<file path="config.mk">
export PLATFORM = sky130hd
export DESIGN_NAME = panel_cmd_bus
export DESIGN_NICKNAME = d
export VERILOG_FILES = /design/src/rtl/pcb_pkg.sv /design/src/rtl/pcb_seq.sv /design/src/rtl/pcb_datapath.sv /design/src/rtl/panel_cmd_bus.sv
export SDC_FILE = /design/constraint.sdc
export NUM_CORES = 1
export LEC_CHECK = 0
export BUFFER_PORTS_ARGS = -buffer_cell sky130_fd_sc_hd__buf_2
export CORE_MARGIN = 3
export CORE_UTILIZATION = 46
export CTS_CLUSTER_DIAMETER = 100
export CTS_CLUSTER_SIZE = 8
export DETAILED_ROUTE_END_ITERATION = 16
export GPL_ROUTABILITY_DRIVEN = 0
export GPL_TIMING_DRIVEN = 0
export PLACE_DENSITY = 0.82
export SLEW_MARGIN = 20
export SYNTH_ARGS = -nofsm -noshare
export SYNTH_HDL_FRONTEND = slang
export SYNTH_SLANG_ARGS = --single-unit
</file>
<file path="constraint.sdc">
create_clock -name clk -period 1.8 [get_ports clk]
set_input_delay 0.09 -clock clk [delete_from_list [all_inputs] [get_ports clk]]
set_output_delay 0.09 -clock clk [all_outputs]
set_load 0.01 [all_outputs]
</file>
<file path="src/rtl/pcb_pkg.sv">
package pcb_pkg;
  localparam int ADDR_W   = 3;
  localparam int REG_W    = 32;
  localparam int TYPE_BIT = 28;
  localparam int RS_BIT   = 24;
  localparam int GO_BIT   = 0;
  localparam int CH_BIT   = 1;
  localparam int LEN_LSB  = 8;
  localparam int BUSY_BIT = 1;

  localparam logic [ADDR_W-1:0] A_WWORD = 3'd0;
  localparam logic [ADDR_W-1:0] A_WTRIG = 3'd1;
  localparam logic [ADDR_W-1:0] A_RWORD = 3'd2;
  localparam logic [ADDR_W-1:0] A_RTRIG = 3'd3;
  localparam logic [ADDR_W-1:0] A_STAT  = 3'd4;

  typedef enum logic [1:0] {PH_IDLE, PH_SETUP, PH_STROBE, PH_HOLD} phase_t;

  typedef struct packed {
    logic launchWr;
    logic launchRd;
    logic active;
    logic strobe;
    logic hold;
    logic capture;
  } seq_ctl_t;
endpackage

</file>
<file path="src/rtl/pcb_seq.sv">
module pcb_seq
  import pcb_pkg::*;
#(
  parameter int LEN_W = 4
) (
  input  logic              clk,
  input  logic              rstN,
  input  logic              regWe,
  input  logic [ADDR_W-1:0] regAddr,
  input  logic              trigGo,
  input  logic [LEN_W-1:0]  trigLen,
  input  logic              wordIsCmd,
  input  logic              prepIsRead,
  output seq_ctl_t          ctl
);
  phase_t            phase;
  logic [LEN_W-1:0]  remain;
  logic              isRd;
  logic              idle;
  logic              wrReq;
  logic              rdReq;
  logic [LEN_W-1:0]  lenEff;

  assign idle   = (phase == PH_IDLE);
  assign wrReq  = regWe && (regAddr == A_WTRIG) && trigGo && wordIsCmd;
  assign rdReq  = regWe && (regAddr == A_RTRIG) && trigGo && prepIsRead;
  assign lenEff = (trigLen == '0) ? LEN_W'(1) : trigLen;

  always_ff @(posedge clk or negedge rstN) begin
    if (!rstN) begin
      phase  <= PH_IDLE;
      remain <= '0;
      isRd   <= 1'b0;
    end else begin
      unique case (phase)
        PH_IDLE: if (wrReq || rdReq) begin
          phase  <= PH_SETUP;
          remain <= lenEff - LEN_W'(1);
          isRd   <= rdReq;
        end
        PH_SETUP:  phase <= PH_STROBE;
        PH_STROBE: if (remain == '0) phase <= PH_HOLD;
                   else remain <= remain - LEN_W'(1);
        PH_HOLD:   phase <= PH_IDLE;
        default:   phase <= PH_IDLE;
      endcase
    end
  end

  always_comb begin
    ctl.launchWr = idle && wrReq;
    ctl.launchRd = idle && rdReq && !wrReq;
    ctl.active   = !idle;
    ctl.strobe   = (phase == PH_STROBE);
    ctl.hold     = (phase == PH_HOLD);
    ctl.capture  = (phase == PH_STROBE) && (remain == '0) && isRd;
  end

  // a trigger during a transfer never restarts the sequence
  a_r7_no_relaunch: assert property (@(posedge clk) disable iff (!rstN)
    (!idle && regWe && (regAddr == A_WTRIG || regAddr == A_RTRIG)) |=> (phase != PH_SETUP));

  // the strobe phase is always entered from the setup phase
  a_r5_setup_first: assert property (@(posedge clk) disable iff (!rstN)
    $rose(phase == PH_STROBE) |-> ($past(phase) == PH_SETUP));

  // the last strobe cycle is followed by the hold cycle
  a_r5_hold_after: assert property (@(posedge clk) disable iff (!rstN)
    (phase == PH_STROBE && remain == '0) |=> (phase == PH_HOLD));
endmodule

</file>
<file path="src/rtl/pcb_datapath.sv">
module pcb_datapath
  import pcb_pkg::*;
#(
  parameter int DATA_W = 18,
  parameter int NUM_CH = 2
) (
  input  logic              clk,
  input  logic              rstN,
  input  logic              regWe,
  input  logic [ADDR_W-1:0] regAddr,
  input  logic [REG_W-1:0]  regWdata,
  output logic [REG_W-1:0]  regRdata,
  input  seq_ctl_t          ctl,
  output logic              wordIsCmd,
  output logic              prepIsRead,
  output logic [NUM_CH-1:0] panelCs,
  output logic              panelRs,
  output logic              panelWr,
  output logic              panelRd,
  output logic [DATA_W-1:0] panelDout,
  output logic              panelDoe,
  input  logic [DATA_W-1:0] panelDin
);
  localparam int CH_W = (NUM_CH > 1) ? $clog2(NUM_CH) : 1;

  logic [REG_W-1:0]  wordQ;
  logic              prepQ;
  logic [DATA_W-1:0] rdDataQ;
  logic [DATA_W-1:0] outQ;
  logic [CH_W-1:0]   chQ;
  logic              rsQ;
  logic              dirRdQ;

  always_ff @(posedge clk or negedge rstN) begin
    if (!rstN) begin
      wordQ   <= '0;
      prepQ   <= 1'b0;
      rdDataQ <= '0;
      outQ    <= '0;
      chQ     <= '0;
      rsQ     <= 1'b0;
      dirRdQ  <= 1'b0;
    end else begin
      if (regWe && regAddr == A_WWORD) wordQ <= regWdata;
      if (regWe && regAddr == A_RWORD) prepQ <= regWdata[RS_BIT];
      if (ctl.launchWr) begin
        chQ    <= CH_W'(regWdata[CH_BIT]);
        rsQ    <= wordQ[RS_BIT];
        outQ   <= wordQ[DATA_W-1:0];
        dirRdQ <= 1'b0;
      end else if (ctl.launchRd) begin
        chQ    <= CH_W'(regWdata[CH_BIT]);
        rsQ    <= prepQ;
        dirRdQ <= 1'b1;
      end
      if (ctl.capture) rdDataQ <= panelDin;
    end
  end

  assign wordIsCmd  = wordQ[TYPE_BIT];
  assign prepIsRead = prepQ;

  for (genvar c = 0; c < NUM_CH; c++) begin : g_cs
    assign panelCs[c] = ctl.active && (chQ == CH_W'(c));
  end

  assign panelRs   = rsQ;
  assign panelWr   = ctl.strobe && !dirRdQ;
  assign panelRd   = ctl.strobe && dirRdQ;
  assign panelDout = outQ;
  assign panelDoe  = ctl.active && !dirRdQ;

  always_comb begin
    regRdata = '0;
    unique case (regAddr)
      A_WWORD: regRdata = wordQ;
      A_RWORD: regRdata = REG_W'(rdDataQ);
      A_STAT:  regRdata[BUSY_BIT] = ctl.active;
      default: regRdata = '0;
    endcase
  end

  // never more than one chip-select
  a_r4_one_cs: assert property (@(posedge clk) disable iff (!rstN)
    $onehot0(panelCs));

  // a strobe only occurs under a chip-select
  a_r4_cs_with_strobe: assert property (@(posedge clk) disable iff (!rstN)
    (panelWr || panelRd) |-> (panelCs != '0));

  // register select holds through a transfer
  a_r2_rs_stable: assert property (@(posedge clk) disable iff (!rstN)
    (ctl.active && !ctl.hold) |=> $stable(panelRs));

  // the bus is released while reading
  a_r6_no_drive_on_read: assert property (@(posedge clk) disable iff (!rstN)
    panelRd |-> !panelDoe);
endmodule

</file>
<file path="src/rtl/panel_cmd_bus.sv">
module panel_cmd_bus
  import pcb_pkg::*;
#(
  parameter int DATA_W = 18,
  parameter int LEN_W  = 4,
  parameter int NUM_CH = 2
) (
  input  logic              clk,
  input  logic              rstN,
  input  logic              regWe,
  input  logic [ADDR_W-1:0] regAddr,
  input  logic [REG_W-1:0]  regWdata,
  output logic [REG_W-1:0]  regRdata,
  output logic [NUM_CH-1:0] panelCs,
  output logic              panelRs,
  output logic              panelWr,
  output logic              panelRd,
  output logic [DATA_W-1:0] panelDout,
  output logic              panelDoe,
  input  logic [DATA_W-1:0] panelDin
);
  seq_ctl_t ctl;
  logic     wordIsCmd;
  logic     prepIsRead;

  pcb_seq #(.LEN_W(LEN_W)) uSeq (
    .clk        (clk),
    .rstN       (rstN),
    .regWe      (regWe),
    .regAddr    (regAddr),
    .trigGo     (regWdata[GO_BIT]),
    .trigLen    (regWdata[LEN_LSB +: LEN_W]),
    .wordIsCmd  (wordIsCmd),
    .prepIsRead (prepIsRead),
    .ctl        (ctl)
  );

  pcb_datapath #(.DATA_W(DATA_W), .NUM_CH(NUM_CH)) uDp (
    .clk        (clk),
    .rstN       (rstN),
    .regWe      (regWe),
    .regAddr    (regAddr),
    .regWdata   (regWdata),
    .regRdata   (regRdata),
    .ctl        (ctl),
    .wordIsCmd  (wordIsCmd),
    .prepIsRead (prepIsRead),
    .panelCs    (panelCs),
    .panelRs    (panelRs),
    .panelWr    (panelWr),
    .panelRd    (panelRd),
    .panelDout  (panelDout),
    .panelDoe   (panelDoe),
    .panelDin   (panelDin)
  );
endmodule

</file>
==> results of run 1 <==
sequential cells by signal, indices dropped and copies added, names as in the netlist, 2 cells and up:
signal / flops
uSeq.remain: 4
uDp.wordQ: 32
uDp.panelDout: 18
uSeq.phase: 2
uDp.rdDataQ: 18
cell usage after synthesis (2+ instances only):
| master | instances |
|---|---|
| a21oi_1 | 5 |
| a22o_1 | 17 |
| a31oi_1 | 2 |
| and2_1 | 16 |
| buf_2 | 4 |
| buf_6 | 2 |
| clkbuf_1 | 7 |
| dfrtp_1 | 79 |
| ha_1 | 4 |
| inv_1 | 5 |
| mux2_2 | 52 |
| mux2_4 | 19 |
| mux2i_1 | 5 |
| nand2_1 | 5 |
| nand3_1 | 2 |
| nor2_1 | 8 |
| nor2b_1 | 2 |
| nor3_1 | 2 |
| nor4b_1 | 2 |
| o21ai_0 | 2 |
| o31ai_1 | 2 |
worst max-delay path: cells and delay by family (launching register included):
family	cells	cell delay, ns
multiplexers	1	0.29
AND/OR/NAND/NOR	2	0.83
buffers and inverters	1	0.17
flip-flops	1	0.41
routing by layer:
layer  share of wire  track usage  vias to the layer above
met2            0.52        0.406                       98
met1            0.41        0.262                     1396
li1                -            -                     1285
met4          0.0081       0.0649                        0
met5               0            0                        -
met3           0.058       0.0542                        8
power breakdown:
| part | total, mW | switching [mW] | internal [mW] |
|---|---|---|---|
| combinational | 1.70 | 0.749 | 0.955 |
| sequential | 2.38 | 0.246 | 2.14 |
| clock | 1.64 | 0.644 | 0.998 |
cells in the final DEF (no fill, tap or decap), types with 2 or more instances in the layout:
master	instances
nor4b_1	2
buf_12	3
mux2i_1	5
buf_2	113
nor3_1	2
nand2_1	5
or3_4	2
a31oi_1	2
clkbuf_8	11
buf_4	7
dfrtp_1	79
dlygate4sd3_1	45
nor2_1	8
mux2_4	19
bufinv_16	3
ha_4	2
mux2_2	52
a21oi_1	5
inv_1	3
nand3_1	2
clkbuf_1	4
a22o_1	17
nor2b_1	2
inv_2	2
and2_1	16
what timing repair did:
| action | CTS | global route |
|---|---|---|
| setup endpoints to repair | 43 | 40 |
| pin swaps | 1 | 3 |
| endpoints found under the hold margin | 79 | 2 |
| gates resized for setup | 20 | 4 |
| hold buffers | 43 | 2 |
| cloned | 1 | 0 |
| setup buffers | 4 | 2 |
cell families (layout without fill, tap and decap cells):
kind of cell             count (synthesis)  after routing  synth area share
adder cells (fa/ha/maj)                  4              4            0.0138
multiplexers                            77             77             0.257
buffers and inverters                   20            197            0.0318
AO/OA/AOI/OAI                           32             32            0.0690
XOR/XNOR                                 1              1           0.00242
flip-flops                              79             79             0.545
AND/OR/NAND/NOR                         48             48            0.0804
worst paths after layout:
kind	from	endpoint	slack (ns)	cells past startpoint
max reg2reg	uSeq.remain[1]$_DFFE_PN0P_	uDp.rdDataQ[11]$_DFFE_PN0P_	-0.02	4
min in group asynchronous	rstN	uDp.panelDout[15]$_DFFE_PN0P_	0.27	2
max in group asynchronous	rstN	uDp.wordQ[27]$_DFFE_PN0P_	0.94	3
max	uSeq.remain[1]$_DFFE_PN0P_	uDp.rdDataQ[11]$_DFFE_PN0P_	-0.02	4
min	regWdata[1]	uDp.chQ$_DFFE_PN0P_	0.02	2
min reg2reg	uDp.panelRs$_DFFE_PN0P_	uDp.panelRs$_DFFE_PN0P_	0.50	1
area by class of cell:
class | count | area [um2] | share of cell area
Inverter | 5 | 18.8 | 0.00362
Buffer | 13 | 108 | 0.0208
Clock inverter | 5 | 104 | 0.0200
Tap cell | 99 | 124 | 0.0239
Clock buffer | 11 | 151 | 0.0292
Sequential cell | 79 | 1980 | 0.382
Multi-Input combinational cell | 162 | 1590 | 0.307
Timing Repair Buffer | 163 | 1110 | 0.214
through the flow:
| stage | power [mW] | setup slack [ns] | std cells |
|---|---|---|---|
| 6_report | 5.73 | -0.0218 | 537 |
| 5_1_grt | 6.04 | -0.0888 | 537 |
| 4_1_cts | 5.69 | -0.0516 | 535 |
| 3_5_place_dp | 3.78 | -0.287 | 471 |
| 3_3_place_gp | 3.68 | -0.226 | 470 |
| 2_1_floorplan | 3.27 | -0.00941 | 261 |
==> results.cfg, run 1 <==
[run_status]
status = finished with violations
violations = negative setup slack

[floorplanning]
die_x_um = 94.8
die_h_um = 94.8
std_cell_rows = 31
start_util = 0.487
core-area_mm2 = 0.00745
dieArea_mm2 = 0.00898
io_pins = 112

[yosys]
yosysTopAreaCell = dfrtp_1
netlist.area_leader.share = 0.545
syn_avg_cell_area_um2 = 13.9
netlist_area_mm2 = 0.00362
ys_seq_area_frac = 0.545
async_flop_share = 1.00
yosysUniqueCellTypes = 40
synthTopCellsByArea = dfrtp_1 55%, mux2_2 16%, mux2_4 7.9%
syn_inst = 261
syn_nets = 321
synth_edf_count = 0
synthFlopType = dfrtp_1
synth_warnings = 0
synth_seq_cells = 79

[detailed_routing]
drc = 0
avgRoutedWirePerCell_um = 18.0
route.antenna.remaining_nets = 0
via_count = 2787
wirelength_um = 9650
viasPerCell = 5.19
first_pass_iters = 4
drt_iter0_drc = 122

[sta]
hold_slack_ns = 0.0233
fin_ws_ns = -0.0218
timing.slew.headroom = 0.583
worst_pin_slew_ns = 0.625
post-route-period-util = 1.01
grt_setup_unrepaired = yes
setup_viol_count_final = 12
period_needed_ns = 1.82
slew_violations = 0
skew_ns = 0.00585
max_freq_ghz = 0.549
hold_violations = 0
tns_ns = -0.151

[clocking]
cts.path.max_buffers = 2
cts_buffers = 9
htreeDepth = 3
cts-root-buf = clkbuf_8
path_clk_slew_ns = 0.08
clk_latency_ns = 0.33
cts_tree = done
clock_sink_count = 79

[global_route]
track_usage = 0.224
globalRouteOverflowTotal = 0
grt_pass1_vias = 3089
grt_max_degree = 43
grt_pass1_wl_um = 15200
antenna_found_initial = 0

[pwr]
ir_worst_vdd_mv = 0.725
p_per_area_mw_per_mm2 = 1110
p_leak_nw = 2.61

[final_layout]
drive_above_1_share = 0.516
n_fill_cell = 535
num_antenna_cells = 0
finalCoreUtilization = 0.696
syn_to_final_growth_pct = 42.9
stdcell_area_mm2 = 0.00518
nets = 493

[worst_setup_path]
critPathRequiredTime_ns = 2.02
path_common_cell = or3_4
cp-start-kind = flip-flop
cp_cell_sequence = or3_4 -> or3_4 -> buf_16 -> mux2_4
cp_max_fo = 5
cpMaxStageDelayCell = or3_4
crit_path_end_kind = flip-flop
max_stage_delay_ns = 0.45
cp_data_arrival_time_ns = 2.04
critical_path_class = flip-flop to flip-flop

[place]
portBuffers = 110
placed_area_mm2 = 0.00432
hpwl_um = 6210

[job]
max_cap_violations = 0

[hold_path]
hold_path_class = primary input to flip-flop
Power figures use the tool's default switching activity.
==> run 2, diff against run 1 <==
- CTS_BUF_LIST: not set -> sky130_fd_sc_hd__clkbuf_16
- RECOVER_POWER: not set -> 25
==> results.cfg, run 2 (synthesis results as in run 1) <==
[hold_path]
hold_path_class = primary input to flip-flop
min_from = regWdata[18]
holdPathStages = 2

[floorplanning]
dieArea_mm2 = 0.00898
core-area_mm2 = 0.00745
io_pins = 112
start_util = 0.487
std_cell_rows = 31
die_x_um = 94.8
die_h_um = 94.8

[worst_setup_path]
cp_cell_sequence = inv_2 -> ha_4 -> buf_4 -> nand2_2 -> or3_4 -> clkbuf_16 -> mux2_4
path_delay_family = simple AND/OR/NAND/NOR gates
crit_start = uSeq.phase[0]$_DFFE_PN0P_
worst-path-stages = 7
critPathRequiredTime_ns = 2.01
path_buf_inv = 3
cp_data_arrival_time_ns = 2.07
critical_path_class = flip-flop to flip-flop
reg2reg_depth = 7
cp_max_fo = 5
cpMaxStageDelayCell = or3_4
reg2reg_from = uSeq.phase[0]$_DFFE_PN0P_
max_stage_delay_ns = 0.40
crit_path_end_kind = flip-flop
cp-start-kind = flip-flop

[clocking]
cts-root-buf = clkbuf_16
path_clk_slew_ns = 0.06
clock_sink_count = 79
cts.path.max_buffers = 2
cts_tree = done
cts_buffers = 9
clk_latency_ns = 0.33
htreeDepth = 3

[detailed_routing]
drt_iter0_drc = 98
via_count = 2804
route.antenna.remaining_nets = 0
first_pass_iters = 4
avgRoutedWirePerCell_um = 18.2
wirelength_um = 9800
viasPerCell = 5.20
drc = 0

[sta]
skew_ns = 0.00312
worst_pin_slew_ns = 0.969
post-route-period-util = 1.03
timing.slew.headroom = 0.354
fin_ws_ns = -0.0542
max_freq_ghz = 0.539
setup_viol_count_final = 15
hold_violations = 0
period_needed_ns = 1.85
slew_violations = 0
grt_setup_unrepaired = yes

[final_layout]
instances_no_fill = 539
final_common_cell = buf_2
largest_reg_flops = 32
nets = 495
mostFrequentLayoutCells = 113 x buf_2, 79 x dfrtp_1, 52 x mux2_2
syn_to_final_growth_pct = 45.3
top_register = uDp.wordQ
num_antenna_cells = 0
drive_above_1_share = 0.525

[pwr]
ir_worst_vdd_mv = 0.586
p_per_area_mw_per_mm2 = 1170
p_leak_nw = 2.65

[global_route]
grt_pass1_wl_um = 15100
antenna_found_initial = 0
track_usage = 0.226
grt_max_degree = 43
grt_pass1_vias = 3034
globalRouteOverflowTotal = 0

[place]
portBuffers = 110
preCtsSetupSlack_ns = -0.287
dp_cells = 471
hpwl_um = 6210

[run_status]
status = finished with violations
violations = negative setup slack

[job]
max_cap_violations = 0
run 2: cell types whose count changed in the layout (fill, tap and decap cells not counted), sizes merged:
cell | previous run | this run
buf | 125 | 128
dlygate4sd3 | 45 | 42
clkinv | 2 | 4
run 2: cell type report:
cell class	instances	area [um2]
inverters	5	18.8
plain buffers	13	92.6
well taps	99	124
clock inverters	7	111
multi-input cells	162	1610
flip-flops and latches	79	1980
repair buffers	165	1110
clock buffers	9	225
fillers	518	2180
run 2: final timing paths:
kind                                            endpoint  slack (ns)
min                            uDp.wordQ[18]$_DFFE_PN0P_       0.006
max reg2reg                   uDp.rdDataQ[7]$_DFFE_PN0P_       -0.05
max in group asynchronous      uDp.wordQ[21]$_DFFE_PN0P_        0.62
min in group asynchronous  uDp.panelDout[15]$_DFFE_PN0P_        0.44
max                           uDp.rdDataQ[7]$_DFFE_PN0P_       -0.05
min reg2reg                      uDp.panelRs$_DFFE_PN0P_        0.50
run 2: worst reg2reg max path, cell delays in order (launching register included):
cell and delay, ns:
dfrtp_1 0.37, inv_2 0.11, ha_4 0.18, buf_4 0.13, nand2_2 0.07, or3_4 0.40, clkbuf_16 0.19, mux2_4 0.29
run 2: metal layers:
metal	vias to the layer above	share of wire	GRT usage	wire length (um)
met1	1396	0.40	0.265	3910
li1	1288	-	-	-
met3	16	0.074	0.0733	724
met2	104	0.51	0.390	5010
met4	0	0.015	0.0721	150
met5	-	0	0	0
run 2: stage by stage:
step	utilization	total power [mW]	cell area, um2	TNS, ns	hold slack [ns]
after floorplan	-	3.27	3630	-0.0941	-0.206
after global placement	0.577	3.68	4300	-2.68	0.316
after detailed placement	0.580	3.78	4320	-3.70	0.0858
after CTS	0.692	6.06	5160	-0.538	0.000832
after global routing	0.707	6.50	5270	-0.941	0.00458
final	0.707	6.18	5270	-0.391	0.00620
run 2: repair_timing:
action                     CTS  global route
setup endpoints to repair   44            41
pin swaps                    1             8
hold buffers                39             3
cloned                       0             1
resized for setup           17             7
setup buffers                3             8
hold endpoints to repair    75             3
run 2: power by group:
part	total, mW	internal, mW	switching (mW)
Combinational	1.74	0.972	0.769
Sequential	2.39	2.14	0.251
Clock	2.05	1.34	0.705
==> run 3, diff against run 2 <==
- ABC_AREA: not set -> 1
==> results.cfg, run 3 <==
[final_layout]
drive_above_1_share = 0.314
stdcell_area_mm2 = 0.00483
n_fill_cell = 661
syn_to_final_growth_pct = 30.8
final_common_cell = nand2_1
largest_reg_flops = 32
top_register = uDp.wordQ
num_antenna_cells = 0
mostFrequentLayoutCells = 135 x nand2_1, 118 x buf_2, 79 x dfrtp_1
nets = 619

[pwr]
switching_power_mw = 2.26
internal_power_mw = 4.41
p_per_area_mw_per_mm2 = 1380
power_frac_comb = 0.296
pwr-share-seq = 0.411
power_mw = 6.67
p_clk_frac = 0.293
ir_worst_vdd_mv = 0.589
p_leak_nw = 2.80
swShare = 0.339

[hold_path]
min_from = panelDin[14]
hold_path_class = primary input to flip-flop

[sta]
hold_slack_ns = -0.00107
grt_setup_unrepaired = no
max_freq_ghz = 0.587
skew_ns = 0.00585
post-route-period-util = 0.947
timing.slew.headroom = 0.197
slew_violations = 0
setup_viol_count_final = 0
fin_ws_ns = 0.0958
worst_pin_slew_ns = 1.20
hold_violations = 2
period_needed_ns = 1.70

[worst_setup_path]
cp_data_arrival_time_ns = 1.61
cp_cell_sequence = inv_1 -> ha_2 -> inv_1 -> o21ai_0 -> o21ai_1 -> buf_2
crit_path_end_kind = primary output
cpMaxStageDelayCell = dfrtp_1
crit_start = uSeq.phase[1]$_DFFE_PN0P_
path_delay_family = flip-flops
critPathRequiredTime_ns = 1.71
path_buf_inv = 3
critical_path_class = flip-flop to primary output
cp_max_fo = 7
cp-start-kind = flip-flop
path_common_cell = inv_1
reg2reg_from = uSeq.phase[0]$_DFFE_PN0P_
max_stage_delay_ns = 0.43

[place]
hpwl_um = 7060
placed_area_mm2 = 0.00440
preCtsSetupSlack_ns = -0.0692
portBuffers = 110

[run_status]
status = finished with violations
violations = negative hold slack

[yosys]
syn_inst = 429
async_flop_share = 1.00
synthFlopType = dfrtp_1
synth_warnings = 0
netlist.area_leader.share = 0.535
yosysTopAreaCell = dfrtp_1
netlist_area_mm2 = 0.00369
ys_top_cells_by_count = 136 x nand2_1, 79 x dfrtp_1, 51 x inv_1
syn_avg_cell_area_um2 = 8.61
yosysMostFrequentCell = nand2_1
synthTopCellsByArea = dfrtp_1 54%, nand2_1 14%, inv_1 5.2%
yosysUniqueCellTypes = 25
syn_nets = 489
synth_seq_cells = 79
synth_edf_count = 0
ys_seq_area_frac = 0.535

[global_route]
grt_pass1_wl_um = 15300
grt_pass1_vias = 3209
track_usage = 0.217
globalRouteOverflowTotal = 0
grt_max_degree = 61
antenna_found_initial = 0

[floorplanning]
std_cell_rows = 32
dieArea_mm2 = 0.00914
die_x_um = 95.6
die_h_um = 95.6
io_pins = 112
start_util = 0.475
core-area_mm2 = 0.00777

[clocking]
cts_tree = done
cts_buffers = 9
cts.path.max_buffers = 2
clk_latency_ns = 0.33
cts-root-buf = clkbuf_16
clock_sink_count = 79
htreeDepth = 3
path_clk_slew_ns = 0.06

[detailed_routing]
via_count = 3335
drc = 0
first_pass_iters = 5
route.antenna.remaining_nets = 0
wirelength_um = 9800
drt_iter0_drc = 235
viasPerCell = 5.01
avgRoutedWirePerCell_um = 14.7

[job]
max_cap_violations = 0
## run 3: changes by cell type in the layout (fill, tap and decap cells not counted), sizes merged, moves of 5 or more
cell / before / now
nand2: 5 / 138
and2: 16 / 0
dlygate4sd3: 42 / 8
inv: 5 / 55
mux2i: 5 / 0
a21oi: 5 / 14
nor2: 8 / 38
o21ai: 2 / 34
nand3: 2 / 26
mux2: 72 / 0
## run 3: path summary, 6_finish.rpt
path	endpoint	slack (ns)	depth (start not counted)
setup reg to reg	uSeq.remain[2]$_DFFE_PN0P_	0.1	9
hold reg to reg	uDp.panelDout[15]$_DFFE_PN0P_	0.48	2
min in group asynchronous	uDp.panelDout[4]$_DFFE_PN0P_	0.53	2
setup / recovery	regRdata[1]	0.1	6
hold / removal	uDp.rdDataQ[14]$_DFFE_PN0P_	-0.001	3
max in group asynchronous	uSeq.phase[1]$_DFFE_PN0P_	0.40	3
## run 3: area by class of cell
| class | count | area (um2) | share of cell area |
|---|---|---|---|
| tap | 102 | 128 | 0.0264 |
| clock buffer | 9 | 225 | 0.0466 |
| multi-input combinational | 276 | 1410 | 0.291 |
| timing repair buffer | 119 | 657 | 0.136 |
| sequential | 79 | 1980 | 0.409 |
| inverter | 53 | 199 | 0.0412 |
| buffer | 21 | 139 | 0.0288 |
| clock inverter | 7 | 97.6 | 0.0202 |
## run 3: power groups by stage
stage / combinational (mW) / sequential [mW] / clock, mW
final: 1.97 / 2.75 / 1.96
after global routing: 2.22 / 2.80 / 2.03
after CTS: 1.93 / 2.72 / 1.96
after detailed placement: 1.88 / 2.75 / 0
after global placement: 1.78 / 2.72 / 0
after floorplan: 1.23 / 2.71 / 0
## run 3: logic make-up after synthesis
kind of cell / after synthesis / synth area share
AO/OA/AOI/OAI: 65 / 0.124
XOR/XNOR: 1 / 0.00237
adder cells (fa/ha/maj): 4 / 0.0136
buffers and inverters: 74 / 0.0898
flip-flops: 79 / 0.535
AND/OR/NAND/NOR: 206 / 0.235
## run 3: stage by stage
step	instances	TNS, ns	utilization
after floorplan	429	0	-
after global placement	641	0	0.563
after detailed placement	642	-0.0692	0.567
after CTS	666	0	0.619
after global routing	666	0	0.622
final	666	0	0.622
## run 3: worst min-delay path, cell delays in order
cell     delay [ns]
buf_2          0.09
inv_1          0.06
o21ai_2        0.05
## run 3: what timing repair did
item,in CTS,in global routing
buffers inserted,0,0
endpoints found under the hold margin,74,0
pin swaps,0,0
resized for setup,3,7
setup endpoints to repair,1,3
hold buffers,8,0
## run 3: routing by layer
| layer | part of all wire | up-vias | GRT usage |
|---|---|---|---|
| li1 | - | 1609 | - |
| met1 | 0.42 | 1591 | 0.282 |
| met2 | 0.50 | 114 | 0.362 |
| met3 | 0.067 | 21 | 0.0331 |
| met4 | 0.019 | 0 | 0.0900 |
| met5 | 0 | - | 0 |
